**config.mk**
```make
export PLATFORM = sky130hd
export DESIGN_NAME = hpt_group_search
export DESIGN_NICKNAME = d
export VERILOG_FILES = /design/src/rtl/hpt_pkg.sv /design/src/rtl/hpt_group_addr.sv /design/src/rtl/hpt_entry_match.sv /design/src/rtl/hpt_rights.sv /design/src/rtl/hpt_group_search.sv
export SDC_FILE = /design/constraint.sdc
export NUM_CORES = 1
export LEC_CHECK = 0
export BUFFER_PORTS_ARGS = -buffer_cell sky130_fd_sc_hd__buf_2
export CORE_AREA = 2 2 153 155
export CTS_CLUSTER_SIZE = 24
export DETAILED_ROUTE_END_ITERATION = 8
export DIE_AREA = 0 0 155 157
export GPL_TIMING_DRIVEN = 0
export PLACE_DENSITY = 0.7
export SYNTH_ARGS = -nofsm -noshare
export SYNTH_HDL_FRONTEND = slang
export SYNTH_SLANG_ARGS = --single-unit
```
**constraint.sdc**
```tcl
create_clock -name clk -period 3.3 [get_ports clk]
set_input_delay 0.66 -clock clk [delete_from_list [all_inputs] [get_ports clk]]
set_output_delay 0.66 -clock clk [all_outputs]
set_load 0.01 [all_outputs]
```
**src/rtl/hpt_pkg.sv**
```systemverilog
`timescale 1ns/1ps
package hpt_pkg;
  typedef enum logic [1:0] {
    RES_HIT   = 2'b00,
    RES_MISS  = 2'b01,
    RES_FAULT = 2'b10
  } res_t;

  typedef enum logic [2:0] {
    ST_IDLE,
    ST_ISSUE0,
    ST_WAIT0,
    ST_ISSUE1,
    ST_WAIT1
  } state_t;

  // word 0 field positions
  localparam int W0_VALID = 0;
  localparam int W0_SEC   = 1;
  localparam int W0_TAG   = 2;
  // word 1 field positions
  localparam int W1_NOEXEC = 2;
  localparam int W1_GUARD  = 3;
endpackage

```
**src/rtl/hpt_group_addr.sv**
```systemverilog
`timescale 1ns/1ps
module hpt_group_addr #(
  parameter int ADDR_W     = 32,
  parameter int HASH_W     = 19,
  parameter int IDX_W      = 3,
  parameter int GRP_SHIFT  = 7,
  parameter int ENT_SHIFT  = 4,
  parameter int WORD_BYTES = 8
) (
  input  logic [ADDR_W-1:0] base,
  input  logic [ADDR_W-1:0] mask,
  input  logic [HASH_W-1:0] hash,
  input  logic              sec,
  input  logic [IDX_W-1:0]  idx,
  input  logic              word,
  output logic [ADDR_W-1:0] addr
);
  logic [HASH_W-1:0] hsel;
  logic [ADDR_W-1:0] goff;
  logic [ADDR_W-1:0] eoff;

  always_comb begin
    hsel = sec ? ~hash : hash;
    goff = (ADDR_W'(hsel) << GRP_SHIFT) & mask;
    eoff = ADDR_W'(idx) << ENT_SHIFT;
    addr = base + goff + eoff + (word ? ADDR_W'(WORD_BYTES) : '0);
  end
endmodule

```
**src/rtl/hpt_entry_match.sv**
```systemverilog
`timescale 1ns/1ps
module hpt_entry_match
  import hpt_pkg::*;
#(
  parameter int TAG_W = 40
) (
  input  logic [TAG_W+1:0] w0,
  input  logic [TAG_W-1:0] tag,
  input  logic             sec,
  output logic             hit
);
  always_comb
    hit = w0[W0_VALID] && (w0[W0_SEC] == sec) && (w0[W0_TAG +: TAG_W] == tag);
endmodule

```
**src/rtl/hpt_rights.sv**
```systemverilog
`timescale 1ns/1ps
module hpt_rights (
  input  logic       pp_hi,
  input  logic       guard,
  input  logic       noexec,
  input  logic [1:0] pp_lo,
  input  logic       key,
  input  logic [1:0] acc,
  output logic       grant
);
  logic [2:0] pp;
  logic       rd_ok;
  logic       wr_ok;
  logic       ex_ok;

  always_comb begin
    pp = {pp_hi, pp_lo};
    rd_ok = 1'b0;
    wr_ok = 1'b0;
    if (!key) begin
      unique case (pp)
        3'b000, 3'b001, 3'b010: begin rd_ok = 1'b1; wr_ok = 1'b1; end
        3'b011, 3'b101, 3'b110: rd_ok = 1'b1;
        default: ;
      endcase
    end else begin
      unique case (pp)
        3'b010:                 begin rd_ok = 1'b1; wr_ok = 1'b1; end
        3'b001, 3'b011, 3'b110: rd_ok = 1'b1;
        default: ;
      endcase
    end
    ex_ok = rd_ok && !(noexec || guard);
    if (acc[1])      grant = ex_ok;
    else if (acc[0]) grant = wr_ok;
    else             grant = rd_ok;
  end
endmodule

```
**src/rtl/hpt_group_search.sv**
```systemverilog
`timescale 1ns/1ps
module hpt_group_search
  import hpt_pkg::*;
#(
  parameter int ADDR_W      = 32,
  parameter int DATA_W      = 64,
  parameter int HASH_W      = 19,
  parameter int TAG_W       = 40,
  parameter int WAYS        = 8,
  parameter int ENTRY_BYTES = 16
) (
  input  logic              clk,
  input  logic              rst,
  input  logic              start,
  input  logic [HASH_W-1:0] req_hash,
  input  logic [TAG_W-1:0]  req_tag,
  input  logic              req_key,
  input  logic [1:0]        req_acc,
  input  logic [ADDR_W-1:0] tbl_base,
  input  logic [ADDR_W-1:0] tbl_mask,
  output logic              busy,
  output logic              done,
  output logic [1:0]        result,
  output logic [DATA_W-1:0] rpage,
  output logic              mem_req,
  output logic [ADDR_W-1:0] mem_addr,
  input  logic              mem_rvalid,
  input  logic [DATA_W-1:0] mem_rdata
);
  localparam int IDX_W      = $clog2(WAYS);
  localparam int WORD_BYTES = DATA_W / 8;
  localparam int ENT_SHIFT  = $clog2(ENTRY_BYTES);
  localparam int GRP_SHIFT  = $clog2(WAYS * ENTRY_BYTES);
  localparam int CNT_W      = $clog2(4 * WAYS + 1);

  state_t            state;
  logic [HASH_W-1:0] q_hash;
  logic [TAG_W-1:0]  q_tag;
  logic              q_key;
  logic [1:0]        q_acc;
  logic [ADDR_W-1:0] q_base;
  logic [ADDR_W-1:0] q_mask;
  logic              q_sec;
  logic [IDX_W-1:0]  q_idx;
  logic [ADDR_W-1:0] next_addr;
  logic              w0_hit;
  logic              w1_grant;

  hpt_group_addr #(
    .ADDR_W(ADDR_W), .HASH_W(HASH_W), .IDX_W(IDX_W),
    .GRP_SHIFT(GRP_SHIFT), .ENT_SHIFT(ENT_SHIFT), .WORD_BYTES(WORD_BYTES)
  ) u_addr (
    .base(q_base), .mask(q_mask), .hash(q_hash), .sec(q_sec),
    .idx(q_idx), .word(state == ST_ISSUE1), .addr(next_addr)
  );

  hpt_entry_match #(.TAG_W(TAG_W)) u_match (
    .w0(mem_rdata[TAG_W+1:0]), .tag(q_tag), .sec(q_sec), .hit(w0_hit)
  );

  hpt_rights u_rights (
    .pp_hi(mem_rdata[DATA_W-1]), .guard(mem_rdata[W1_GUARD]),
    .noexec(mem_rdata[W1_NOEXEC]), .pp_lo(mem_rdata[1:0]),
    .key(q_key), .acc(q_acc), .grant(w1_grant)
  );

  always_ff @(posedge clk) begin
    if (rst) begin
      state    <= ST_IDLE;
      busy     <= 1'b0;
      done     <= 1'b0;
      result   <= RES_HIT;
      rpage    <= '0;
      mem_req  <= 1'b0;
      mem_addr <= '0;
      q_hash   <= '0;
      q_tag    <= '0;
      q_key    <= 1'b0;
      q_acc    <= '0;
      q_base   <= '0;
      q_mask   <= '0;
      q_sec    <= 1'b0;
      q_idx    <= '0;
    end else begin
      done    <= 1'b0;
      mem_req <= 1'b0;
      unique case (state)
        ST_IDLE: begin
          if (start) begin
            q_hash <= req_hash;
            q_tag  <= req_tag;
            q_key  <= req_key;
            q_acc  <= req_acc;
            q_base <= tbl_base;
            q_mask <= tbl_mask;
            q_sec  <= 1'b0;
            q_idx  <= '0;
            busy   <= 1'b1;
            state  <= ST_ISSUE0;
          end
        end
        ST_ISSUE0, ST_ISSUE1: begin
          mem_req  <= 1'b1;
          mem_addr <= next_addr;
          state    <= (state == ST_ISSUE0) ? ST_WAIT0 : ST_WAIT1;
        end
        ST_WAIT0: begin
          if (mem_rvalid) begin
            if (w0_hit) begin
              state <= ST_ISSUE1;
            end else if (q_idx != IDX_W'(WAYS - 1)) begin
              q_idx <= q_idx + 1'b1;
              state <= ST_ISSUE0;
            end else if (!q_sec) begin
              q_sec <= 1'b1;
              q_idx <= '0;
              state <= ST_ISSUE0;
            end else begin
              result <= RES_MISS;
              rpage  <= '0;
              done   <= 1'b1;
              busy   <= 1'b0;
              state  <= ST_IDLE;
            end
          end
        end
        ST_WAIT1: begin
          if (mem_rvalid) begin
            result <= w1_grant ? RES_HIT : RES_FAULT;
            rpage  <= mem_rdata;
            done   <= 1'b1;
            busy   <= 1'b0;
            state  <= ST_IDLE;
          end
        end
        default: state <= ST_IDLE;
      endcase
    end
  end

  // read counter per lookup, used only by the checks below
  logic [CNT_W-1:0] req_cnt;
  always_ff @(posedge clk) begin
    if (rst)                            req_cnt <= '0;
    else if (state == ST_IDLE && start) req_cnt <= '0;
    else if (mem_req)                   req_cnt <= req_cnt + 1'b1;
  end

  p_req_pulse_r12: assert property (@(posedge clk) disable iff (rst)
    mem_req |=> !mem_req);
  p_req_busy_r12: assert property (@(posedge clk) disable iff (rst)
    mem_req |-> busy);
  p_done_pulse_r11: assert property (@(posedge clk) disable iff (rst)
    done |=> !done);
  p_done_free_r11: assert property (@(posedge clk) disable iff (rst)
    done |-> !busy);
  p_busy_fall_r11: assert property (@(posedge clk) disable iff (rst)
    $fell(busy) |-> done);
  p_res_code_r8: assert property (@(posedge clk) disable iff (rst)
    done |-> (result != 2'b11));
  p_miss_reads_r10: assert property (@(posedge clk) disable iff (rst)
    (done && result == RES_MISS) |-> (req_cnt == CNT_W'(2 * WAYS)));
  p_miss_zero_r10: assert property (@(posedge clk) disable iff (rst)
    (done && result == RES_MISS) |-> (rpage == '0));
  p_match_bound_r4: assert property (@(posedge clk) disable iff (rst)
    (done && result != RES_MISS) |-> (req_cnt <= CNT_W'(2 * WAYS + WAYS + 1)));
endmodule

```
# Word level (Yosys, flattened, before mapping)

Index checks and enable logic that the tools add are counted.

Register bits after elaboration: 234
Output and inout port bits: 101

Reduce and logical (&&, ||, !) cells: 20
Bitwise operators: 2
Eq/ne operators: 19
Add/sub/neg operators: 4
Mux-type cells: 56

Operators by type and width:

| kind                 | number |
|---|---|
| $mux W64             | 5 |
| $pmux W64 S2         | 1 |
| $eq A40 B40 Y1       | 1 |
| $add A32 B32 Y32     | 1 |
| $add A32 B4 Y32      | 1 |
| $add A32 B7 Y32      | 1 |
| $and A26 B32 Y32     | 1 |
| $mux W3              | 9 |
| $mux W1              | 26 |
| $mux W19             | 1 |
| $not A19 Y19         | 1 |
| $mux W2              | 7 |
| $eq A3 B2 Y1 const B | 4 |
| $ne A2 B2 Y1 const B | 6 |
| $pmux W3 S4          | 1 |
| $reduce_and A5 Y1    | 2 |
| $eq A3 B3 Y1 const B | 3 |
| $reduce_and A7 Y1    | 1 |
| $eq A3 B1 Y1 const B | 2 |
| $logic_not A3 Y1     | 2 |
| $ne A3 B3 Y1 const B | 2 |
| $pmux W3 S2          | 1 |
| $reduce_and A6 Y1    | 1 |
| $reduce_or A6 Y1     | 1 |
| 16 further kinds     | 20 |

# Depth between registers and ports, before layout

Depth after elaboration: 9
Mapped depth: 14

# By module

Synthesis repeated with hierarchy kept, for this count alone.

Cells, all modules: 1359
Area, all modules: 11150.7 µm²

By module, submodules not included:

| module           | area each (µm²) | times used | cells each | sequential area each (µm²) |
|---|---|---|---|---|
| hpt_group_search | 8693.3          | 1          | 1026       | 4684.5 |
| hpt_group_addr   | 1936.9          | 1          | 264        | 0.0 |
| hpt_entry_match  | 471.7           | 1          | 61         | 0.0 |
| hpt_rights       | 48.8            | 1          | 8          | 0.0 |

# Least setup slack after synthesis

No wires, ideal clock.

Kind: register to register
From: reg q_sec
To: reg mem_addr[25]
Period minus slack after synthesis: 3.264 ns
Arrival: 3.132 ns
Setup slack: 0.036 ns
Stages on the path, launching flop included: 14
Cells stage by stage: dfxtp_1 > clkbuf_1 > clkbuf_1 > xor2_1 > and2_1 > ha_1 > a21o_1 > a211o_1 > a211o_1 > a211oi_2 > o31ai_1 > a311o_1 > nand4_1 > a21oi_1

Longest elaborated chain between the ends: 5

RTL lines:

| element                | RTL line                | RTL |
|---|---|---|
| start, declared        | hpt_group_search.sv:43  | `logic q_sec;` |
| start signal, assigned | hpt_group_search.sv:82  | `q_sec <= 1'b0;` |
| start signal, assigned | hpt_group_search.sv:96  | `q_sec <= 1'b0;` |
| start signal, assigned | hpt_group_search.sv:115 | `q_sec <= 1'b1;` |
| $mux W19               | hpt_group_addr.sv:23    | `hsel = sec ? ~hash : hash;` |
| $and A26 B32 Y32       | hpt_group_addr.sv:24    | `goff = (ADDR_W'(hsel) << GRP_SHIFT) & mask;` |
| $add A32 B32 Y32       | hpt_group_addr.sv:26    | `addr = base + goff + eoff + (word ? ADDR_W'(WORD_BYTES) : '0);` |
| $add A32 B7 Y32        | hpt_group_addr.sv:26    |  |
| $add A32 B4 Y32        | hpt_group_addr.sv:26    |  |
| end signal, assigned   | hpt_group_search.sv:104 | `mem_addr <= next_addr;` |
| end, declared          | hpt_group_search.sv:26  | `output logic [ADDR_W-1:0] mem_addr,` |

Every way passes these cells.
A chain may end at the register's enable or synchronous reset.

# Worst setup path after layout

From: reg state[2]
To: reg mem_addr[29]

Longest elaborated chain between the ends: 3

RTL lines:

| element                | RTL line                                       | RTL |
|---|---|---|
| start, declared        | hpt_group_search.sv:36                         | `state_t state;` |
| start signal, assigned | hpt_group_search.sv:105                        | `state <= (state == ST_ISSUE0) ? ST_WAIT0 : ST_WAIT1;` |
| $eq A3 B2 Y1           | hpt_group_search.sv:54, hpt_group_search.sv:87 |  |
| $mux W4                | hpt_group_addr.sv:26                           |  |
| $add A32 B4 Y32        | hpt_group_addr.sv:26                           |  |

Several ways; a longest one is shown, not always the timed one.

==> summary by stage <==
Outcome
The flow ran to the end, and the final reports show no timing, DRC or antenna violations.

Synth
After synthesis, the largest area contributor takes up 46.8% of total cell area. Counting every net in the synthesized netlist gives 1313. After synthesis, the cell types taking the most area are sky130_fd_sc_hd__dfxtp_1 (47%), sky130_fd_sc_hd__nand2_1 (11%), sky130_fd_sc_hd__a21oi_1 (8.4%). The synthesized netlist devotes 3.52% of its cell area to adder and majority cells. After technology mapping, the gate count stands at 1093. The number of enable flip-flop cells after synthesis is 0. In the synthesized netlist the async set-or-reset flop fraction comes to 0%.

The multiplexer area fraction after synthesis is 0.331%. Summing the areas of all and, or, nand and nor instances in the mapped netlist gives 18.0% of the synthesized area. The xor/xnor share of the synthesized area is 6.95%. Summed over all instances, the cell type with the most area after synthesis is sky130_fd_sc_hd__dfxtp_1. Yosys printed 0 warnings. The synthesized netlist devotes 20.5% of its cell area to compound gates. The count of state elements after synthesis is 221. Of the synthesized area, sequential elements account for 46.8%. After synthesis, the largest family of logic cells by area is compound AO/OA/AOI/OAI gates.

The average instance in the mapped netlist occupies 8.65 um^2. For this run, the leading register cell type out of synthesis is sky130_fd_sc_hd__dfxtp_1. The cell area that synthesis handed to floorplanning was 0.00945 mm^2. The number of unique standard cell types used by synthesis is 63.

Finish
The fill cell instance count of the final layout is 2152. In the final design database the tool counted 1617 nets. The core occupancy in the finished layout is 53.9%. The number of cells in the finished layout apart from fillers is 1702. In the final layout, the share of cells above drive strength 1 is 25.5%. Compared with the post-synthesis result, the final layout area differs by 28.3%.

Critical path
The worst setup path is launched from a register. By startpoint and endpoint, the worst setup path is classified as register to register. STA classifies the critical path endpoint as a register. In this run the worst path has a maximum fanout of 11. STA puts the critical path data required time at 3.73 ns. Data on the critical path arrives at its endpoint at 3.63 ns.

Global route
The pin count of the biggest net entering global routing is 13. The global-route total usage across every layer is 23.3%. The number of global-route vias before repair is 8370. The initial antenna violation count is 4. The global-route wire length before repair is 44.6 mm. For this run the aggregate overflow at the end of global routing stands at 0.

Clock network
The clock tree buffer depth is 3. The buffers inserted during post-CTS setup optimization is 0. The insertion delay of the later-clocked pin in the worst-skew pair is 0.52 ns.

In this run the number of H-tree levels came out at 1. The root buffer cell is sky130_fd_sc_hd__clkbuf_16. The hold buffer count at CTS is 0. After clock tree synthesis, the clock-pin slew on the worst setup and hold paths is 0.06 ns.

The clock tree from TritonCTS is yes. The clock net in this run drives a total of 221 sinks. The number of buffers added by the clock tree synthesis step is 25.

Drt
For this block, the via count after detailed routing is 8855. In this run the remaining antenna-violating nets after routing total 0. The routed design has 29.6 mm of wire.

The first routing iteration left 507 violations. Using the TritonRoute via totals, the vias-per-cell ratio works out to 5.20. For this run, the detailed router's first-pass iteration total came to 5. The residual DRC count is 0. In the final routed layout, each cell accounts on average for 17.4 um.

Timing
Summed over all failing endpoints, the final setup total negative slack is 0 ns. Clock skew on the completed layout was measured at 0.0102 ns. On the final layout, the worst hold slack is 0.359 ns.

The number of slew-limit violations in the final report is 0. The worst path in the final design needs a cycle of 3.20 ns, including I/O delays and setup. Based on the critical path, the design can be clocked at up to 0.313 GHz. The slew of the pin with the lowest slew margin is 0.744 ns.

Setup violations remaining at the end of the flow were counted as 0. The portion of the clock cycle consumed by the worst path in the final layout is 96.8%. Setup repair after global routing left no endpoint under its margin.

The final hold violation count was 0. The worst pin sits at a relative slew slack of 50.4%.

Flow run
Max-cap violations in this run came to 0.

Floorplan
After floorplanning, the core was divided into 55 placement rows. The floorplan step defined a core boundary enclosing 0.0225 mm^2. The die covers 0.0243 mm^2. The boundary pin count is 295. The horizontal die dimension is 155 um. The die is 157 um tall. The starting utilization of the core area is 42.0%.

Worst hold path
The path type of the worst min-delay path is primary input to register.

Power and ir drop
Across the VDD grid, the largest voltage drop is 0.290 mV. Dividing total power by cell area gives a power density of 528 mW/mm^2. The reported leakage power is 5.44 nW.

Placed design
Routability-driven placement finished with a final weighted congestion of 0.893. The total of buffers placed on input and output ports is 280. Once placement completed, the tool counted placed cells totaling 1658. Summed over all nets, the half-perimeter wirelength after detailed placement is 22.8 mm.
==> final cells by class <==
cell class / instances / area (um^2) / share of cell area, %
antenna: 2 / 5.00 / 0.0413
buffer: 67 / 338 / 2.79
clock buffer: 37 / 731 / 6.03
clock inverter: 8 / 96.3 / 0.795
inverter: 11 / 41.3 / 0.341
multi-input combinational: 791 / 4720 / 38.9
sequential: 221 / 4430 / 36.6
tap: 285 / 357 / 2.94
timing repair buffer: 280 / 1400 / 11.6
==> logic make-up after synthesis <==
logic type | after synthesis
AND/OR/NAND/NOR | 387
AO/OA/AOI/OAI | 300
flip-flops | 221
buffers and inverters | 81
XOR/XNOR | 75
adder cells (fa/ha/maj) | 26
multiplexers | 3
==> registers in the layout, indices dropped and copies added, names as in the netlist, 2 cells and up <==
register  flops
q_hash       19
state         3
result        2
mem_addr     32
q_base       32
rpage        64
q_mask       19
q_tag        40
q_idx         3
q_acc         2
==> routing by layer <==
layer,track usage [%],vias to the layer above,routed length [um]
met1,31.1,4120,13200
met2,37.9,278,13600
met5,0,-,13
met4,8.33,2,906
li1,-,4388,-
met3,4.35,67,1840
==> worst paths after layout <==
path	cells past startpoint	slack [ns]	from	endpoint
worst max-delay path	13	0.10	state[2]	mem_addr[29]
worst min-delay path	2	0.36	mem_rdata[43]	rpage[43]
worst max register to register	13	0.10	state[2]	mem_addr[29]
worst min register to register	2	0.45	mem_addr[21]	mem_addr[21]
==> power breakdown <==
group	switching, mW	internal, mW	total [mW]	leakage (nW)
combinational	0.442	0.295	0.736	3.23
clock	1.10	1.68	2.79	0.407
sequential	0.0788	2.79	2.87	1.80
==> timing repair <==
action / CTS / global route
pin swaps: 0 / 3
endpoints found under the setup margin: 20 / 14
gates resized for setup: 11 / 18
==> per-stage QoR <==
stage	setup WS [ns]	cell area (um^2)	total power, mW
final	0.105	12100	6.39
after global routing	0.0189	12100	6.65
after CTS	0.000286	12100	6.44
after detailed placement	-0.579	11200	3.66
after global placement	-0.607	11200	3.64
after floorplan	0.0359	9450	3.34
==> cells in the mapped netlist (3+ instances only) <==
library cell / count
sky130_fd_sc_hd__nand2b_1: 3
sky130_fd_sc_hd__nand3_1: 11
sky130_fd_sc_hd__xor2_1: 26
sky130_fd_sc_hd__nor4_1: 3
sky130_fd_sc_hd__nor2_1: 31
sky130_fd_sc_hd__nand3b_1: 3
sky130_fd_sc_hd__a31oi_1: 10
sky130_fd_sc_hd__inv_1: 11
sky130_fd_sc_hd__nand2_1: 268
sky130_fd_sc_hd__o21ai_0: 10
sky130_fd_sc_hd__xnor2_1: 49
sky130_fd_sc_hd__and2_1: 20
sky130_fd_sc_hd__and3_1: 5
sky130_fd_sc_hd__dfxtp_1: 221
sky130_fd_sc_hd__a211oi_1: 12
sky130_fd_sc_hd__ha_1: 25
sky130_fd_sc_hd__clkbuf_1: 54
sky130_fd_sc_hd__nand4_1: 12
sky130_fd_sc_hd__nor3_1: 8
sky130_fd_sc_hd__buf_2: 3
sky130_fd_sc_hd__a2111oi_0: 3
sky130_fd_sc_hd__o21bai_1: 3
sky130_fd_sc_hd__a21oi_1: 159
sky130_fd_sc_hd__buf_4: 5
sky130_fd_sc_hd__nor2b_1: 3
sky130_fd_sc_hd__buf_1: 3
sky130_fd_sc_hd__a211o_1: 4
sky130_fd_sc_hd__a21o_1: 15
sky130_fd_sc_hd__a22o_1: 65
sky130_fd_sc_hd__nor3b_1: 3
==> worst max-delay path, cell delays in order, from the launching register on <==
cell and delay (ns):
sky130_fd_sc_hd__dfxtp_2 0.37, sky130_fd_sc_hd__nand2b_1 0.21, sky130_fd_sc_hd__buf_4 0.21, sky130_fd_sc_hd__nor2_4 0.10, sky130_fd_sc_hd__ha_2 0.20, sky130_fd_sc_hd__fa_2 0.21
sky130_fd_sc_hd__a21o_2 0.16, sky130_fd_sc_hd__nand4_4 0.12, sky130_fd_sc_hd__a31oi_4 0.25, sky130_fd_sc_hd__a211oi_4 0.11, sky130_fd_sc_hd__or4_4 0.57, sky130_fd_sc_hd__a31oi_1 0.27
sky130_fd_sc_hd__xnor2_1 0.09, sky130_fd_sc_hd__a211oi_1 0.23
==> layout by cell type (no fill, tap or decap), types with 11 or more instances in the layout <==
master,synthesis,final
sky130_fd_sc_hd__a211oi_1,12,11
sky130_fd_sc_hd__a21o_1,15,15
sky130_fd_sc_hd__a21oi_1,159,159
sky130_fd_sc_hd__a22o_1,65,65
sky130_fd_sc_hd__and2_1,20,20
sky130_fd_sc_hd__buf_2,3,283
sky130_fd_sc_hd__clkbuf_1,54,54
sky130_fd_sc_hd__clkbuf_16,0,25
sky130_fd_sc_hd__dfxtp_1,221,218
sky130_fd_sc_hd__ha_1,25,24
sky130_fd_sc_hd__inv_1,11,11
sky130_fd_sc_hd__nand2_1,268,268
sky130_fd_sc_hd__nand3_1,11,11
sky130_fd_sc_hd__nand4_1,12,12
sky130_fd_sc_hd__nor2_1,31,30
sky130_fd_sc_hd__xnor2_1,49,49
sky130_fd_sc_hd__xor2_1,26,26
(Power assumes the default switching activity.)
